## src/rtl/dma_arb_pkg.sv

```systemverilog
package dma_arb_pkg;
   localparam int unsigned ARB_CHANNELS = 2;
   localparam int unsigned ARB_LOW_CH   = ARB_CHANNELS - 1;
   typedef logic [ARB_CHANNELS-1:0] chan_vec_t;
endpackage

```

## src/rtl/dma_arb_prio_pick.sv

```systemverilog
// Fixed-priority picker: the lowest index with a request wins.
module dma_arb_prio_pick #(
   parameter int unsigned N = 2
) (
   input  logic [N-1:0] req,
   output logic [N-1:0] pick
);
   if (N < 1) begin : g_bad_n
      $error("dma_arb_prio_pick: N must be at least 1");
   end

   for (genvar i = 0; i < N; i++) begin : g_pick
      if (i == 0) begin : g_top
         assign pick[i] = req[i];
      end else begin : g_rest
         assign pick[i] = req[i] & ~(|req[i-1:0]);
      end
   end
endmodule

```

## src/rtl/dma_arb_release_ctr.sv

```systemverilog
// Counts transfers of the throttled channel and flags the one that forces a release.
module dma_arb_release_ctr #(
   parameter int unsigned BEATS_PER_RELEASE = 4,
   parameter bit          THROTTLE_EN       = 1'b1
) (
   input  logic clk,
   input  logic rst_n,
   input  logic active,
   input  logic beat,
   input  logic clear,
   output logic hit
);
   localparam int unsigned CNT_W = (BEATS_PER_RELEASE > 2) ? $clog2(BEATS_PER_RELEASE) : 1;
   localparam logic [CNT_W-1:0] LAST = CNT_W'(BEATS_PER_RELEASE - 1);

   if (BEATS_PER_RELEASE < 2) begin : g_bad_beats
      $error("dma_arb_release_ctr: BEATS_PER_RELEASE must be at least 2");
   end

   if (THROTTLE_EN) begin : g_throttle
      logic [CNT_W-1:0] cnt_q;

      always_ff @(posedge clk) begin
         if (!rst_n) begin
            cnt_q <= '0;
         end else if (clear) begin
            cnt_q <= '0;
         end else if (active && beat) begin
            cnt_q <= cnt_q + 1'b1;
         end
      end

      assign hit = active & beat & (cnt_q == LAST);
   end else begin : g_free
      assign hit = 1'b0;
   end
endmodule

```

## src/rtl/dma_pair_arbiter.sv

```systemverilog
// Two-channel fixed-priority arbiter with group-boundary switching
// and a forced one-cycle release for the low-priority channel.
module dma_pair_arbiter
   import dma_arb_pkg::*;
#(
   parameter int unsigned NUM_CH            = 2,
   parameter int unsigned BEATS_PER_RELEASE = 4,
   parameter bit          THROTTLE_EN       = 1'b1
) (
   input  logic       clk,
   input  logic       rst_n,
   input  logic [1:0] ch_req,
   input  logic       grp_done,
   input  logic       ch1_beat,
   output logic [1:0] grant,
   output logic       bus_req,
   output logic       bus_release
);
   localparam int unsigned LOW_CH = NUM_CH - 1;

   if (NUM_CH != ARB_CHANNELS) begin : g_bad_ch
      $error("dma_pair_arbiter: NUM_CH must equal 2");
   end

   chan_vec_t gnt_q, gnt_d, pick;
   logic      rel_q, rel_d;
   logic      hit;
   logic      low_active;
   logic      low_clear;

   dma_arb_prio_pick #(.N(ARB_CHANNELS)) u_pick (
      .req  (ch_req),
      .pick (pick)
   );

   assign low_active = gnt_q[LOW_CH] & ~rel_q;
   assign low_clear  = ~gnt_d[LOW_CH];

   dma_arb_release_ctr #(
      .BEATS_PER_RELEASE (BEATS_PER_RELEASE),
      .THROTTLE_EN       (THROTTLE_EN)
   ) u_rel (
      .clk    (clk),
      .rst_n  (rst_n),
      .active (low_active),
      .beat   (ch1_beat),
      .clear  (low_clear),
      .hit    (hit)
   );

   always_comb begin
      rel_d = 1'b0;
      gnt_d = gnt_q;
      if (rel_q || (gnt_q == '0)) begin
         gnt_d = pick;
      end else if (hit) begin
         gnt_d = '0;
         rel_d = 1'b1;
      end else if (grp_done) begin
         gnt_d = pick;
      end
   end

   always_ff @(posedge clk) begin
      if (!rst_n) begin
         gnt_q <= '0;
         rel_q <= 1'b0;
      end else begin
         gnt_q <= gnt_d;
         rel_q <= rel_d;
      end
   end

   assign grant       = gnt_q;
   assign bus_req     = |gnt_q;
   assign bus_release = rel_q;
endmodule

```

## config.mk

```make
export PLATFORM = sky130hd
export DESIGN_NAME = dma_pair_arbiter
export DESIGN_NICKNAME = d
export VERILOG_FILES = /design/src/rtl/dma_arb_pkg.sv /design/src/rtl/dma_arb_prio_pick.sv /design/src/rtl/dma_arb_release_ctr.sv /design/src/rtl/dma_pair_arbiter.sv
export SDC_FILE = /design/constraint.sdc
export NUM_CORES = 1
export LEC_CHECK = 0
export BUFFER_PORTS_ARGS = -buffer_cell sky130_fd_sc_hd__buf_2
export CAP_MARGIN = 10
export CORE_AREA = 2 2 39 41
export CTS_CLUSTER_SIZE = 14
export DETAILED_ROUTE_END_ITERATION = 7
export DIE_AREA = 0 0 41 43
export PLACE_DENSITY = 0.4
export SLEW_MARGIN = 5
export SYNTH_ARGS = -nofsm -noshare
export SYNTH_HDL_FRONTEND = slang
export SYNTH_HIERARCHICAL = 1
export SYNTH_SLANG_ARGS = --single-unit
```

## constraint.sdc

```tcl
create_clock -name clk -period 3 [get_ports clk]
set_clock_uncertainty 0.05 [all_clocks]
set_input_delay 0.3 -clock clk [delete_from_list [all_inputs] [get_ports clk]]
set_output_delay 0.3 -clock clk [all_outputs]
set_load 0.005 [all_outputs]
```

; ---- Word-level counts from Yosys, hierarchy flattened
; Index checks and enable logic that the tools add are counted.
; W data, S select, Z words.
[totals]
register_bits = 5
wordCells = 24
[op_classes]
add_sub_neg = 1
eq_ne = 1
muxes = 4
bitwise_logic = 7
reduce_logical = 7
[ops]
columns = op, count
row1 = $mux W2, 3
row2 = $and A1 B1 Y1, 4
row3 = $reduce_or A2 Y1, 2
row4 = $not A1 Y1, 3
row5 = $reduce_bool A3 Y1, 1
row6 = $add A2 B1 Y2 const B, 1
row7 = $eq A2 B2 Y1 const B, 1
row8 = $logic_not A2 Y1, 1
row9 = $reduce_and A2 Y1, 1
row10 = $logic_and A1 B1 Y1, 1
row11 = $logic_or A1 B1 Y1, 1
row12 = $mux W1, 1

; ---- Logic depth before layout (Yosys ltp)
[logic_depth]
ltp_word = 7
ltp_mapped = 6

; ---- Modules after synthesis
; Netlist, hierarchy kept.
[modules_own_cells]
columns = module, instances, cells_each, area_each_um2, seq_area_each_um2
row1 = dma_pair_arbiter, 1, 17, 153.9, 60.1
row2 = dma_arb_release_ctr, 1, 11, 111.4, 40.0
row3 = dma_arb_prio_pick, 1, 2, 21.3, 0.0

; ---- Worst setup path before layout
; No wires, ideal clock.
[synth_path]
kind = reg-to-reg
from = register rel_q (netlist: bus_release)
to = register u_rel.g_throttle.cnt_q[0]
setup_ps = 116
arrival_time_ps = 1314
required_time_ps = 2834
slack_ps = 1520
path_stages_with_launch = 7
path_cell_list = dfxtp_1 and2b_2 and3_1 and3b_1 a221oi_2 nand2b_1 a21oi_1
[synth_via]
elab_chain_len = 7
word_cells_on_any_way = 9
cone_classes = mux (2) / bitwise (4) / reduce/logical (3)
[synth_rtl]
columns = item, line_no
row1 = from (decl), dma_pair_arbiter.sv:26  ; logic rel_q, rel_d;
row2 = from (signal assigned), dma_pair_arbiter.sv:70  ; rel_q <= rel_d;
row3 = $not A1 Y1, dma_pair_arbiter.sv:36  ; assign low_active = gnt_q[LOW_CH] & ~rel_q;
row4 = $and A1 B1 Y1, dma_pair_arbiter.sv:36
row5 = net low_active, dma_pair_arbiter.sv:28  ; logic low_active;
row6 = $and A1 B1 Y1 (2 in series), dma_arb_release_ctr.sv:33  ; assign hit = active & beat & (cnt_q == LAST);
row7 = net hit, dma_pair_arbiter.sv:27  ; logic hit;
row8 = $mux W2, dma_pair_arbiter.sv:56  ; end else if (hit) begin
row9 = $mux W2, dma_pair_arbiter.sv:54  ; if (rel_q || (gnt_q == '0)) begin
row10 = $reduce_and A2 Y1 (no source line), n/a
row11 = to (signal assigned), dma_arb_release_ctr.sv:29  ; cnt_q <= cnt_q + 1'b1;
row12 = to (decl), dma_arb_release_ctr.sv:21  ; logic [CNT_W-1:0] cnt_q;
; The timed path passes the listed nets, and every way through them passes these cells.
; A chain may end at the register's enable or synchronous reset.

; ---- Worst setup path in the final report
; Same ends and word-level chain as after synthesis.

==> summary.md <==
| Metric | Value |
|---|---|
| Hold slack | `271.6 ps` |
| DR DRC count | `0` |
| Hold crit path type | `input pin to flop` |
| Core Region | `between 1000 and 1500 sq um` |
| Worst-path clk slew | `around 40 ps` |
| CTS H-Tree Depth | `1` |
| Worst skew pair latency | `between 200 and 250 ps` |
| CTS buffer count | `3` |
| CP Capture Type | `flop` |
| Tot Pwr | `approximately 0.17 mW` |
| Rows | `14` |
| Synthesized Nets | `37` |
| Clock sinks | `5` |
| P&R area growth vs syn | `29.26%` |
| Setup crit start kind | `flop` |
| Avg Cell Area, Syn | `around 9.6 sq um` |
| Final Cell Area | `370.4 sq um` |
| Post-cts gate resize count | `0` |
| Routed len/inst | `a little over 9 um` |
| P_sw | `about 0.040 mW` |
| CTS tree | `done` |
| Clock power share | `0.435` |
| Worst Path Class, Setup | `flop to flop` |
| Wirelength, routed | `528 um` |
| Max Root-Sink Buffers | `2` |
| Io pins | `10` |
| Pwr per Cell Area | `about 470 nW/um^2` |
| Vias in the first global route | `roughly 220` |
| Peak VDD IR | `between 0.15 and 0.2 mV` |
| Worst stage delay on the critical path | `between 300 and 400 ps` |
| Die area | `between 1500 and 2000 sq um` |
| All-Layer GR Usage | `0.07646` |
| Cell internal pwr | `about 0.13 mW` |
| Warnings from Yosys | `6` |
| Die Ht | `approximately 43 um` |
| Final worst path period share | `0.5335` |
| Placement Cell Area | `344.1 sq um` |
| Tmin final | `between 1500 and 2000 ps` |
| GR Overflow Total | `0` |
| Layout Nets | `50` |
| CP arrival | `1670 ps` |
| Slew HR | `0.8625` |
| CP Max Fanout | `6` |
| Unrepaired setup endpoints after global routing | `false` |
| Setup violators final | `0` |
| Fillers | `roughly 150` |
| ANT cells | `0` |
| Layout cells sized above 1 | `0.4286` |
| P_leak | `0.1735 nW` |
| Crit path required time | `3070 ps` |
| Iteration-0 DRC Markers | `3` |
| Net Sw Frac | `0.2338` |
| F_max | `between 600 and 700 MHz` |
| Worst slew pin tran | `206.2 ps` |
| Root buf cell | `clkbuf_4` |
| Top_reg_cell synth | `dfxtp_1` |
| Synthesis-stage register bit count | `5` |
| CTS Hold Bufs | `0` |
| Routed Antenna Nets | `0` |
| Sequential power share | `0.413` |
| Multi-input logic area | `between 150 and 200 sq um` |
| Reg2Reg Depth | `6` |
| Sequential area share after synthesis | `0.3493` |
| Fin Setup TNS | `0 ps` |
| Maxcap violations | `0` |
| DP Wirelength | `between 400 and 500 um` |
| Largest net degree at the start of global routing | `7` |
| Combinational share of power | `0.152` |
| Reg2Reg Setup Slack | `approximately 1400 ps` |
| Worst path cell trace | `and2b_2 -> and3_1 -> and3b_1 -> a221oi_2 -> nand2b_1 -> a21oi_1` |
| Post-CTS setup buffer count | `0` |
| Initial antenna violation count | `0` |
| DR vias | `259` |
| Pre-Repair DR Iteration Count | `3` |
| Outcome | `finished clean` |
| Synthesized area | `286.5 sq um` |
| Slew Limit Fails | `0` |
| Synth cell types | `20` |
| Via/cell ratio | `roughly 4.5` |
| Number of synthesized flops with an enable pin | `0` |
| Fraction of registers with async set or reset after synthesis | `0` |
| Number of buffers added on ports | `9` |
| Critical-path top delay cell | `dfxtp_1` |
| Fin. Hold Viols | `0` |
| Die Span X | `roughly 41 um` |
| Starting Density | `0.2071` |
| RePlAce Congestion | `between 0.6 and 0.7` |
| Seq. cell area | `~100 sq um` |
| First-pass GRT wire length | `around 830 um` |
| Cell depth of the worst hold path | `3` |
| Cell count after synthesis | `30` |
-- cell usage in the layout, fill, tap and decap left out --
| master | netlist | layout |
|---|---|---|
| a21bo_1 | 2 | 2 |
| a21oi_1 | 1 | 1 |
| a21oi_2 | 1 | 1 |
| a221oi_2 | 1 | 1 |
| a31oi_1 | 1 | 1 |
| and2b_2 | 1 | 1 |
| and3_1 | 1 | 1 |
| and3b_1 | 1 | 1 |
| buf_2 | 0 | 9 |
| clkbuf_1 | 0 | 1 |
| clkbuf_4 | 0 | 3 |
| dfxtp_1 | 5 | 5 |
| ha_1 | 1 | 1 |
| inv_1 | 1 | 1 |
| nand2_1 | 2 | 2 |
| nand2b_1 | 1 | 1 |
| nand3_1 | 1 | 1 |
| nand3b_1 | 3 | 3 |
| nor2_1 | 3 | 3 |
| nor2b_4 | 1 | 1 |
| o21bai_2 | 1 | 1 |
| or2_2 | 1 | 1 |
-- registers in the layout (all words and copies together), names as in the netlist --
register                cells
bus_release                 1
grant                       2
u_rel/g_throttle.cnt_q      2
-- per-stage QoR --
stage | util | worst slack (ps) | std cells
2_1_floorplan | - | 1520 | 30
4_1_cts | 0.2676 | 1403 | 58
3_3_place_gp | 0.2486 | 1432 | 54
5_1_grt | 0.2676 | 1337 | 58
6_report | 0.2676 | 1399 | 58
3_5_place_dp | 0.2486 | 1417 | 54
-- cell usage after synthesis (2+ instances only) --
master	n	area, sq um
nand2_1	2	7.510
dfxtp_1	5	100.1
a21bo_1	2	20.02
nor2_1	3	11.26
nand3b_1	3	22.52
-- worst paths after layout --
path                          startpoint                                     end
hold reg to reg    grant[0]$_SDFFE_PN0P_                   grant[0]$_SDFFE_PN0P_
setup / recovery  bus_release$_SDFF_PP0_  u_rel/g_throttle.cnt_q[0]$_SDFFE_PP0P_
setup reg to reg  bus_release$_SDFF_PP0_  u_rel/g_throttle.cnt_q[0]$_SDFFE_PP0P_
hold / removal                     rst_n                  bus_release$_SDFF_PP0_
-- per-layer routing --
metal | up-vias | wire [um] | share of wire | GRT usage
met5 | - | 0 | 0 | 0
met3 | 0 | 50 | 0.095 | 0.06283
met1 | 123 | 224 | 0.42 | 0.07767
met4 | 0 | 0 | 0 | 0.04000
li1 | 129 | - | - | -
met2 | 7 | 253 | 0.48 | 0.1063
-- power by group through the flow --
stage / clock network [mW] / logic, mW / registers (mW)
floorplan: 0 / 0.0161 / 0.0728
global placement: 0 / 0.0261 / 0.0726
detailed placement: 0 / 0.0266 / 0.0728
CTS: 0.0799 / 0.0266 / 0.0717
global route: 0.0859 / 0.0295 / 0.0718
finish: 0.0753 / 0.0263 / 0.0716
-- logic make-up after synthesis --
family,Yosys count,share of synthesized area
simple gates,15,0.3363
compound gates,7,0.2314
flops,5,0.3494
buf+inv,2,0.03930
fa+ha+maj,1,0.04366
-- worst max-delay path: cells and delay by family, from the launching register on --
kind             cells  cell delay [ps]
AO/OA/AOI/OAI        2              240
AND/OR/NAND/NOR      4              890
flip-flops           1              310
-- layout make-up --
cell class	count	share of cell area
inverters	1	0.01014
well taps	16	0.05405
multi-input cells	23	0.4730
clock buffers	4	0.07095
flip-flops and latches	5	0.2703
repair buffers	9	0.1216
Note: power is estimated with default switching activity, not from simulation.
